File: src/rtl/sc_clkdiv_pkg.sv
package sc_clkdiv_pkg;
   localparam int unsigned SCD_FIELD_W = 6;
   localparam int unsigned SCD_REG_W   = 8;
   localparam int unsigned SCD_RESET   = 12;

   // A field value of zero divides like one.
   function automatic int unsigned scd_eff(input int unsigned v);
      return (v == 0) ? 1 : v;
   endfunction
endpackage

File: src/rtl/sc_clkdiv_cfg.sv
module sc_clkdiv_cfg #(
   parameter int unsigned FIELD_W   = 6,
   parameter int unsigned REG_W     = 8,
   parameter int unsigned RESET_VAL = 12
) (
   input  logic               clk,
   input  logic               rst_n,
   input  logic               wr_en,
   input  logic [REG_W-1:0]   wr_data,
   output logic [FIELD_W-1:0] field,
   output logic [REG_W-1:0]   rd_data
);
   localparam int unsigned PAD_W = REG_W - FIELD_W;

   logic [FIELD_W-1:0] field_q;

   always_ff @(posedge clk or negedge rst_n) begin
      if (!rst_n)
         field_q <= FIELD_W'(RESET_VAL);
      else if (wr_en)
         field_q <= wr_data[FIELD_W-1:0];
   end

   assign field = field_q;

   generate
      if (PAD_W > 0) begin : g_pad
         assign rd_data = {{PAD_W{1'b0}}, field_q};
      end else begin : g_nopad
         assign rd_data = field_q;
      end
   endgenerate
endmodule

File: src/rtl/sc_clkdiv_presc.sv
module sc_clkdiv_presc
   import sc_clkdiv_pkg::*;
#(
   parameter int unsigned FIELD_W   = 6,
   parameter int unsigned RESET_VAL = 12
) (
   input  logic               clk,
   input  logic               rst_n,
   input  logic [FIELD_W-1:0] ratio_src,
   output logic               tick
);
   localparam logic [FIELD_W-1:0] TERM_RST = FIELD_W'(scd_eff(RESET_VAL));

   logic [FIELD_W-1:0] cnt_q;
   logic [FIELD_W-1:0] term_q;
   logic [FIELD_W-1:0] term_nxt;
   logic               wrap;

   assign term_nxt = (ratio_src == '0) ? FIELD_W'(1) : ratio_src;
   assign wrap     = (cnt_q == term_q);

   // The terminal count is taken only at the wrap, so no period is cut short.
   always_ff @(posedge clk or negedge rst_n) begin
      if (!rst_n) begin
         cnt_q  <= '0;
         term_q <= TERM_RST;
         tick   <= 1'b0;
      end else if (wrap) begin
         cnt_q  <= '0;
         term_q <= term_nxt;
         tick   <= 1'b1;
      end else begin
         cnt_q  <= cnt_q + 1'b1;
         tick   <= 1'b0;
      end
   end
endmodule

File: src/rtl/sc_clkdiv_tgl.sv
module sc_clkdiv_tgl (
   input  logic clk,
   input  logic rst_n,
   input  logic tick,
   output logic card_clk
);
   always_ff @(posedge clk or negedge rst_n) begin
      if (!rst_n)
         card_clk <= 1'b0;
      else if (tick)
         card_clk <= ~card_clk;
   end
endmodule

File: src/rtl/sc_clkdiv.sv
module sc_clkdiv
   import sc_clkdiv_pkg::*;
#(
   parameter int unsigned FIELD_W   = SCD_FIELD_W,
   parameter int unsigned REG_W     = SCD_REG_W,
   parameter int unsigned RESET_VAL = SCD_RESET
) (
   input  logic             clk,
   input  logic             rst_n,
   input  logic             wr_en,
   input  logic [REG_W-1:0] wr_data,
   output logic [REG_W-1:0] rd_data,
   output logic             etu_tick,
   output logic             card_clk
);
   generate
      if (FIELD_W < 1) begin : g_bad_field
         $error("sc_clkdiv: FIELD_W must be at least 1");
      end
      if (REG_W < FIELD_W) begin : g_bad_reg
         $error("sc_clkdiv: REG_W must not be narrower than FIELD_W");
      end
      if (RESET_VAL >= (1 << FIELD_W)) begin : g_bad_rst
         $error("sc_clkdiv: RESET_VAL does not fit the field");
      end
   endgenerate

   logic [FIELD_W-1:0] field;

   sc_clkdiv_cfg #(
      .FIELD_W  (FIELD_W),
      .REG_W    (REG_W),
      .RESET_VAL(RESET_VAL)
   ) u_cfg (
      .clk    (clk),
      .rst_n  (rst_n),
      .wr_en  (wr_en),
      .wr_data(wr_data),
      .field  (field),
      .rd_data(rd_data)
   );

   sc_clkdiv_presc #(
      .FIELD_W  (FIELD_W),
      .RESET_VAL(RESET_VAL)
   ) u_presc (
      .clk      (clk),
      .rst_n    (rst_n),
      .ratio_src(field),
      .tick     (etu_tick)
   );

   sc_clkdiv_tgl u_tgl (
      .clk     (clk),
      .rst_n   (rst_n),
      .tick    (etu_tick),
      .card_clk(card_clk)
   );
endmodule

File: config.mk
export PLATFORM = sky130hd
export DESIGN_NAME = sc_clkdiv
export DESIGN_NICKNAME = d
export VERILOG_FILES = /design/src/rtl/sc_clkdiv_pkg.sv /design/src/rtl/sc_clkdiv_cfg.sv /design/src/rtl/sc_clkdiv_presc.sv /design/src/rtl/sc_clkdiv_tgl.sv /design/src/rtl/sc_clkdiv.sv
export SDC_FILE = /design/constraint.sdc
export NUM_CORES = 1
export LEC_CHECK = 0
export ABC_AREA = 1
export BUFFER_PORTS_ARGS = -buffer_cell sky130_fd_sc_hd__buf_4
export CORE_MARGIN = 1
export CORE_UTILIZATION = 28
export DETAILED_ROUTE_END_ITERATION = 16
export GPL_TIMING_DRIVEN = 1
export HOLD_SLACK_MARGIN = 0.12
export RECOVER_POWER = 25
export SYNTH_ARGS = -nofsm -noshare
export SYNTH_HDL_FRONTEND = slang
export SYNTH_SLANG_ARGS = --single-unit
export TNS_END_PERCENT = 5
File: constraint.sdc
create_clock -name clk -period 1.6 [get_ports clk]
set_clock_uncertainty 0.05 [all_clocks]
set_input_delay 0.32 -clock clk [delete_from_list [all_inputs] [get_ports clk]]
set_output_delay 0.32 -clock clk [all_outputs]
set_load 0.02 [all_outputs]
======== Word-level counts from Yosys, hierarchy flattened ========
Cells that the tools add are included.
operators by class
  add/sub/neg operators ................... 1
  bitwise logic cells ..................... 1
  reductions and logical operators ........ 1
  muxes and demuxes ....................... 3
  equality and inequality tests ........... 1
operators by type and width
  kind                                                           count
  6-bit two-way mux                                              2
  6-bit by 1-bit adder with 6-bit output, second input constant  1
  6-bit equality test                                            1
  6-bit logical NOT                                              1
  1-bit two-way mux                                              1
  1-bit NOT                                                      1
storage, ports and cells
  logic and storage cells ................. 12
  bits in registers ....................... 20
  input bits .............................. 11
  output and inout port bits .............. 10

======== Depth between registers and ports, before layout ========
Gate-level depths: netlist of the first run.
  word-level depth ........................ 2
  depth in mapped cells ................... 8
  gate-level depth less buffers ........... 7

======== Hierarchy ========
From an unflattened synthesis of the first run, not the netlist that was laid out.
unflattened totals
  cell total of the unflattened synthesis .. 137
  area total of the unflattened synthesis .. 1064.8 µm²
modules (own cells, without submodules)
  module           seq. area each (µm²)  instances  area an instance (µm²)  cells each
  sc_clkdiv_presc  327.8                 1          733.2                   97
  sc_clkdiv_cfg    152.6                 1          287.8                   34
  sc_clkdiv_tgl    25.0                  1          43.8                    6

======== Worst setup path after synthesis of the first run ========
No wires, ideal clock.
  kind .................................... register to register
  start point ............................. register u_presc.term_q[3]
  end point ............................... register u_presc.term_q[4]
  path slack .............................. 0.287 ns
  cell stages (with the launch flop) ...... 9
  period minus slack after synthesis ...... 1.313 ns
  path buffers ............................ 1
  setup time .............................. 0.119 ns
  data arrival time ....................... 1.144 ns
  required time ........................... 1.431 ns
  cells stage by stage .................... dfstp_2 -> inv_1 -> nand2_1 -> nand2_2 -> nor2_8 -> nand3_2 -> buf_6 -> nand2_1 -> nand2_1
between the ends
  cells in the longest elaborated chain, start to end .. 1
RTL lines
  what                    line                   source
  from (decl)             sc_clkdiv_presc.sv:15  logic [FIELD_W-1:0] term_q;
  from (signal assigned)  sc_clkdiv_presc.sv:30  term_q <= term_nxt;
  6-bit equality test     sc_clkdiv_presc.sv:20  assign wrap = (cnt_q == term_q);
No other way between the ends.
A chain may end at the register's enable or synchronous reset.

======== Worst setup path in the final report of the first run ========
  start point ............................. register u_presc.term_q[3]
  end point ............................... register u_presc.cnt_q[5]
between the ends
  cells in the longest elaborated chain, start to end .. 2
RTL lines
  what                  line                   source
  6-bit equality test   sc_clkdiv_presc.sv:20
  via u_presc.wrap      sc_clkdiv_presc.sv:17  logic wrap;
  6-bit two-way mux     sc_clkdiv_presc.sv:28  end else if (wrap) begin
  to (signal assigned)  sc_clkdiv_presc.sv:33  cnt_q <= cnt_q + 1'b1;
  to (decl)             sc_clkdiv_presc.sv:14  logic [FIELD_W-1:0] cnt_q;
The timed path passes the listed nets, and every way through them passes these cells.

==> results, run 1 <==
- The cell area that synthesis handed to floorplanning was 1020 um^2.
- The most used standard cell by instance count after synthesis is sky130_fd_sc_hd__nand2_1.
- After layout, the design draws a total of 2.31 mW.
- The highest attainable clock frequency is 0.688 GHz.
- Measured in cells, the most critical reg-to-reg path has a length of 7.
- The tightest min-delay check is of the primary input to flip-flop type.
- The aggregate negative setup slack is 0 ns.
- The TritonCTS clock tree is built.
- The starting density of the core is 0.299.
- The die is 62.4 um tall.
- The placed wire-length estimate after detailed placement is 1.34 mm.
- The buffer count from post-CTS setup fixing is 0.
- The portion of the post-synthesis area used by sequential elements is 0.496.
- The initialized floorplan defines 21 standard-cell rows.
- At the later pin of the worst-skew pair, clock insertion delay measures 0.30 ns.
- After detailed routing, the number of vias per cell comes to 4.16.
- The smallest hold slack is 0.166 ns.
- The leakage power of the design is 0.665 nW.
- The area of the core region is 3420 um^2.
- In this run the remaining antenna-violating nets after routing total 0.
- The average routed wire per standard cell is 9.68 um.
- For this run, the leading register cell type out of synthesis is sky130_fd_sc_hd__dfrtp_1.
- The deepest level of the CTS H-tree is 1.
- The violation count after the first detailed-routing iteration is 20.
- The number of synthesized register bits is 20.
- The number of resized instances in the post-cts repair step is 0.
- The count of clock tree sinks is 20.
- The largest voltage drop on the vdd net is 0.000625 V.
- The detailed-route wire length is 1.75 mm.
- The final critical-path setup slack is 0.147 ns.
- The wire length of the first global-routing pass is 3.12 mm.
- Of all cell types, the one taking the most synthesized area is sky130_fd_sc_hd__dfrtp_1.
- Global routing finished with a remaining overflow of 0.
- The count of cell types in the netlist is 20.
- The data required time of the worst path is 1.76 ns.
- Summing over every cut layer, the via total after detailed routing is 753.
- Data arrives at the worst endpoint at 1.61 ns.
- The initial antenna violation count came to 0.
- The die span in x is 62.4 um.
- The type of the worst setup path is flip-flop to flip-flop.
- The placed standard-cell area is 1170 um^2.
- The synthesized design contains 0 enable-type register cells.
- In the finished design, the share of the clock period the worst path needs comes to 0.908.
- STA classifies the critical path startpoint as a flip-flop.
- The clock passes through at most 2 buffers.
- In the final layout, the share of cells above drive strength 1 is 0.326.
- The finished cells cover 1230 um^2.
- Relative to the synthesized area, the layout overhead comes to 20.7%.
- The worst hold path begins at wr_data[5].
- The repair_antennas step left the layout with diodes totalling 0.
- The highest fanout seen on the critical path is 12.
- The final RePlAce weighted congestion is 0.746.
- In the synthesized netlist, the cells that appear most often are sky130_fd_sc_hd__nand2_1 (38), sky130_fd_sc_hd__dfrtp_1 (16), sky130_fd_sc_hd__inv_1 (13).
- The type of element capturing the critical path is a flip-flop.
- The pre-CTS setup slack is 0.154 ns.
- Setup repair after global routing left no endpoint under its margin.
- Setup violations remaining at the end of the flow were counted as 0.
- The area share of the leading cell type in the synthesized netlist is 0.393.
- The cell count of the worst hold path is 3.
- For this design the ratio of total power to cell area is 1870 nW/um^2.
- The path with the worst hold slack has its endpoint at u_cfg.field[5].
- The number of nets in the final layout is 148.
- The run finished with clean final reports.
- The reg-to-reg endpoint is u_presc.cnt_q[5].
- The shortest period the worst path allows is 1.45 ns.
- The number of failing hold endpoints at the final stage came to 0.
- The tool flagged a number of max-cap violations equal to 0.
- Counting flops with an async set or reset pin after synthesis yields a share of 1.00.
- After synthesis, the cell types taking the most area are sky130_fd_sc_hd__dfrtp_1 (39%), sky130_fd_sc_hd__nand2_1 (14%), sky130_fd_sc_hd__dfstp_2 (10%).
- The boundary pin count is 21.
- For this run, the total global-route usage over all layers was measured as 0.101.
- The startpoint of the worst register-to-register path is u_presc.term_q[3].
- The number of global-route vias before repair is 775.
- The max-slew violation count is 0.
- The post-synthesis instance total is 117.
- The worst-case register-to-register setup slack is 0.15 ns.
- The pre-antenna-repair detailed-routing pass consisted of 3 iterations.
- Entering global routing, the biggest net connects 21 pins.
- During synthesis, Yosys emitted a total of 0 warnings.
- In the routed design, unresolved DRC markers number 0.
- Dividing the synthesized area by the synthesized cell count gives 8.72 um^2.
- The full die area is 3890 um^2.
- The count of input and output buffers is 16.
- CTS placed an instance of sky130_fd_sc_hd__clkbuf_4 at the clock tree root.
- After clock tree synthesis, the clock-pin slew on the worst setup and hold paths is 0.12 ns.
- Fill cells in the final layout number 379.
- The number of clock buffers inserted by TritonCTS is 3.
-- critical path, cell delays in order, from the launching register on --
cell	delay, ns
sky130_fd_sc_hd__dfstp_2	0.56
sky130_fd_sc_hd__inv_1	0.04
sky130_fd_sc_hd__nand2_1	0.06
sky130_fd_sc_hd__nand2_2	0.08
sky130_fd_sc_hd__nor2_8	0.15
sky130_fd_sc_hd__nand3_2	0.22
sky130_fd_sc_hd__inv_1	0.15
sky130_fd_sc_hd__nor2_1	0.05
-- where the power goes --
group / leakage (nW) / switching (mW) / internal [mW]
logic: 0.399 / 0.628 / 0.385
clock network: 0.0279 / 0.157 / 0.253
registers: 0.238 / 0.176 / 0.707
total: 0.665 / 0.961 / 1.35
-- sequential cells by signal, summed over array words and instances, names as in the netlist --
register        flops
u_cfg.field         6
u_presc.tick        1
u_tgl.card_clk      1
u_presc.term_q      6
u_presc.cnt_q       6
-- per-stage QoR --
step | cells | util
6_report | 181 | 0.360
5_1_grt | 181 | 0.360
4_1_cts | 181 | 0.361
3_5_place_dp | 176 | 0.343
3_3_place_gp | 176 | 0.343
2_1_floorplan | 118 | -
-- cell type report --
cell class | instances | area [um^2] | share of cell area
clock buffer | 3 | 22.5 | 0.0183
inverter | 22 | 82.6 | 0.0671
sequential | 20 | 505 | 0.411
timing repair buffer | 17 | 128 | 0.104
tap | 46 | 57.6 | 0.0467
multi-input combinational | 72 | 405 | 0.329
clock inverter | 1 | 30.0 | 0.0244
-- per-layer routing --
metal | vias to the layer above | part of all wire | GRT usage | routed length, um
li1 | 382 | - | - | -
met1 | 355 | 0.43 | 0.114 | 760
met2 | 16 | 0.52 | 0.191 | 915
met3 | 0 | 0.043 | 0.0184 | 76
met4 | 0 | 0 | 0.0262 | 0
met5 | - | 0 | 0 | 0
-- timing repair --
action | CTS | global route
hold buffers | 1 | 0
endpoints found under the hold margin | 20 | 0
endpoints found under the setup margin | 0 | 0
-- cells in the final DEF (no fill, tap or decap) --
cell                            count
sky130_fd_sc_hd__o21ai_0            2
sky130_fd_sc_hd__nor2_1             4
sky130_fd_sc_hd__nand2_2            3
sky130_fd_sc_hd__dfstp_2            4
sky130_fd_sc_hd__buf_4             15
sky130_fd_sc_hd__nand2_1           38
sky130_fd_sc_hd__nand3_1            4
sky130_fd_sc_hd__xor2_1             4
sky130_fd_sc_hd__inv_1             13
sky130_fd_sc_hd__clkbuf_4           3
sky130_fd_sc_hd__clkbuf_2           1
sky130_fd_sc_hd__conb_1             2
sky130_fd_sc_hd__mux2_2             4
sky130_fd_sc_hd__ha_1               1
sky130_fd_sc_hd__dfrtp_1           16
sky130_fd_sc_hd__nor2_4             1
sky130_fd_sc_hd__dlygate4sd3_1      1
sky130_fd_sc_hd__bufinv_16          1
sky130_fd_sc_hd__inv_2              9
sky130_fd_sc_hd__nand3_2            1
sky130_fd_sc_hd__nor2_8             2
sky130_fd_sc_hd__nand4_1            6
-- logic make-up after synthesis --
kind of cell	Yosys count	share of synthesized area
simple gates	59	0.290
flops	20	0.496
compound gates	2	0.00982
xor+xnor	4	0.0344
other cells	1	0.00368
mux	4	0.0442
fa+ha+maj	1	0.0123
buf+inv	26	0.110
-- worst max path at each step --
stage                 startpoint                 to  slack (ns)  depth (start not counted)
2_1_floorplan  u_presc.term_q[3]  u_presc.term_q[4]        0.29                          8
3_3_place_gp   u_presc.term_q[3]  u_presc.term_q[4]        0.17                          7
3_5_place_dp   u_presc.term_q[3]   u_presc.cnt_q[5]        0.15                          7
4_1_cts        u_presc.term_q[3]   u_presc.cnt_q[5]        0.13                          7
5_1_grt        u_presc.term_q[3]   u_presc.cnt_q[5]        0.01                          7
6_report       u_presc.term_q[3]   u_presc.cnt_q[5]        0.15                          7
Power figures use the tool's default switching activity.
==> run 2, diff against run 1 <==
CORE_MARGIN = not set   (was 1)
PLACE_DENSITY = 0.49   (was not set)
==> run 2 against run 1 <==
Setup slack improved by 0.048 ns. Largest cell class unchanged. First-iteration DRC count unchanged. Fmax increased by 3.4%. Core utilization increased by 0.44 points. Sequential cell count unchanged. Clock power about the same. Largest power group unchanged.
==> results, run 2 (synthesized netlist as in run 1, its figures left out) <==
- The die span in x is 62.4 um (unchanged).
- Commonest non-fill, non-tap cells in the layout: sky130_fd_sc_hd__nand2_1 (38), sky130_fd_sc_hd__buf_4 (16), sky130_fd_sc_hd__dfrtp_1 (16), sky130_fd_sc_hd__inv_1 (13), sky130_fd_sc_hd__inv_2 (9) (was sky130_fd_sc_hd__nand2_1 (38), sky130_fd_sc_hd__dfrtp_1 (16), sky130_fd_sc_hd__buf_4 (15), sky130_fd_sc_hd__inv_1 (13), sky130_fd_sc_hd__inv_2 (9)).
- The clock share of power came to 0.175 (was 0.178).
- The clock root buffer is sky130_fd_sc_hd__clkbuf_4 (unchanged).
- Result of the run: complete, no violations (unchanged).
- The TritonCTS clock tree is built (unchanged).
- The worst endpoint data arrival time came to 1.04 ns (was 1.61 ns).
- The share of the core filled with cells in the final layout was 0.365 (was 0.360).
- The family with the most delay on the worst path is flip-flops (unchanged).
- The remaining antenna violation count is 0 (unchanged).
- The total power of the final layout is 2.35 mW (was 2.31 mW).
- The worst hold-check path type is primary input to flip-flop (unchanged).
- The multi-input logic area is 413 um^2 (was 405 um^2).
- The number of antenna cells inserted is 0 (unchanged).
- The final non-filler cell total is 182 (was 181).
- The count of cells along the worst register-to-register path came to 7 (unchanged).
- The leading cell type in the layout, fill and taps excluded is sky130_fd_sc_hd__nand2_1 (unchanged).
- The number of nets in the final layout is 149 (was 148).
- The total of max-cap violations came to 0 (unchanged).
- The cell row count is 21 (unchanged).
- The type of element capturing the critical path is an output pin (was flip-flop).
- The violation count after the first detailed-routing iteration is 20 (unchanged).
- The placed standard-cell area is 1180 um^2 (was 1170 um^2).
- The final RePlAce weighted congestion is 0.668 (was 0.746).
- Crit path cell chain: buf_4 (was inv_1, nand2_1, nand2_2, nor2_8, nand3_2, inv_1, nor2_1).
- The period utilization is 0.879 (was 0.908).
- The number of vias per cell was 4.19 (was 4.16).
- The boundary pin count is 21 (unchanged).
- The launch point of the worst path is u_cfg.field[3] (was u_presc.term_q[3]).
- The switching power is 0.974 mW (was 0.961 mW).
- The count of clock tree sinks is 20 (unchanged).
- The detailed-route wire length is 1.70 mm (was 1.75 mm).
- The count of input and output buffers is 16 (unchanged).
- The pre-CTS setup slack is 0.145 ns (was 0.154 ns).
- The kind of start point of the critical path is a flip-flop (unchanged).
- The clock slew seen by the registers of the worst setup and hold paths is 0.12 ns (about the same).
- The wire length of the first global-routing pass is 3.02 mm (was 3.12 mm).
- The cell with the biggest individual delay on the critical path is sky130_fd_sc_hd__dfstp_2 (unchanged).
- The initial antenna violation count was 0 (unchanged).
- The register area is 505 um^2 (unchanged).
- The number of fillers in the final layout is 377 (was 379).
- The maximum count of clock buffers along a single path is 2 (unchanged).
- The smallest hold slack is 0.170 ns (was 0.166 ns).
- The area of the core region is 3420 um^2 (unchanged).
- The deepest level of the CTS H-tree is 1 (unchanged).
- The number of global-route vias before repair is 673 (was 775).
- The post-route cell area was 1250 um^2 (was 1230 um^2).
- The part of the power in registers is 0.375 (was 0.383).
- The maximum single-stage delay on the critical path is 0.58 ns (was 0.56 ns).
- The placed wire-length estimate after detailed placement is 1.24 mm (was 1.34 mm).
- At the pin with the least slew margin, the transition time is 0.506 ns.
- The global router's overall resource usage is 0.0996 (was 0.101).
- The fraction of layout instances using a drive strength above 1 is 0.331 (was 0.326).
- The highest attainable clock frequency is 0.711 GHz (was 0.688 GHz).
- The aggregate negative setup slack is 0 ns (unchanged).
- The type of the worst setup path was flip-flop to output pin (was flip-flop to flip-flop).
- The count of buffering cells on the critical path with inverters included is 1 (was 2).
- The final critical-path setup slack was 0.194 ns (was 0.147 ns).
- The logic depth of the worst setup path including buffers is 1 (was 7).
- The final setup violation count was 0 (unchanged).
- The starting density of the core is 0.299 (unchanged).
- The number of search-and-repair iterations in the first detailed-routing pass came to 4 (was 3).
- The launch instance of the worst min-delay path is wr_data[5] (unchanged).
- The largest voltage drop on the vdd net is 0.000641 V (was 0.000625 V).
- Unrepaired setup endpoints after global routing: false (unchanged).
- The number of cells in the design after placement is 177 (was 176).
- The max-slew violation count is 0 (unchanged).
- The leakage power of the design was 0.670 nW (was 0.665 nW).
- The shortest period the worst path allows was 1.41 ns (was 1.45 ns).
- The full die area came to 3890 um^2 (unchanged).
- The total power density per cell area was 1890 nW/um^2 (was 1870 nW/um^2).
- In this run the tightest slew margin relative to its limit is 0.662.
- The startpoint of the worst register-to-register path is u_presc.term_q[3] (unchanged).
- The average routed wire per standard cell came to 9.34 um (was 9.68 um).
- The data required time of the worst path is 1.23 ns (was 1.76 ns).
- The switching fraction of total power is 0.414 (was 0.417).
- The final global-route overflow total is 0 (unchanged).
- The number of clock buffers inserted by TritonCTS was 3 (unchanged).
- The internal power consumption came to 1.38 mW (was 1.35 mW).
- The maximum number of pins on one net before global-route repair came to 21 (unchanged).
- The number of failing hold endpoints at the final stage was 0 (unchanged).
- The relative contribution of combinational cells to total power is 0.450 (was 0.439).
- The cell count of the worst hold path is 3 (unchanged).
- The number of remaining DRC errors came to 0 (unchanged).
- The via count is 762 (was 753).
- The vertical die dimension came to 62.4 um (unchanged).
- The growth of design area from synthesis to finish is 22.2% (was 20.7%).
- The clock latency reported for the late side of the worst-skew pair came to 0.30 ns (about the same).
- The highest fanout seen on the critical path is 4 (was 12).
- The buffer count from post-CTS setup fixing is 0 (unchanged).
-- run 2: changes by cell type in the layout (fill, tap and decap cells not counted), sizes merged --
cell,delta
buf,+1
-- run 2: final timing paths --
kind / end / slack [ns]
setup / recovery: rd_data[3] / 0.19
hold / removal: u_cfg.field[5] / 0.17
setup reg to reg: u_presc.cnt_q[5] / 0.24
hold reg to reg: u_tgl.card_clk / 0.42
max in group asynchronous: u_cfg.field[3] / 0.69
min in group asynchronous: u_presc.term_q[1] / 0.45
-- run 2: cell type report --
type / count / area share
well taps: 46 / 0.0462
inverters: 22 / 0.0663
clock buffers: 3 / 0.0181
clock inverters: 1 / 0.0241
flip-flops and latches: 20 / 0.406
multi-input cells: 72 / 0.331
repair buffers: 18 / 0.108
-- run 2: timing repair --
item | CTS | global route
hold buffers | 1 | 0
endpoints found under the hold margin | 20 | 0
setup endpoints to repair | 0 | 1
resized for setup | 0 | 1
-- run 2: per-layer routing --
metal	routed length, um	track usage
met5	0	0
met4	16	0.0436
met3	86	0.0349
met2	781	0.165
met1	814	0.116
-- run 2: power by group through the flow --
stage               Sequential, mW  Combinational, mW  Clock (mW)
floorplan                    0.898              0.809           0
global placement             0.889               1.02           0
detailed placement           0.893               1.04           0
CTS                          0.884               1.05       0.430
global route                 0.916               1.20       0.461
finish                       0.881               1.06       0.412
-- run 2: worst min-delay path: stages --
cell and delay, ns:
sky130_fd_sc_hd__buf_4 0.08, sky130_fd_sc_hd__nand2_1 0.04, sky130_fd_sc_hd__o21ai_0 0.06
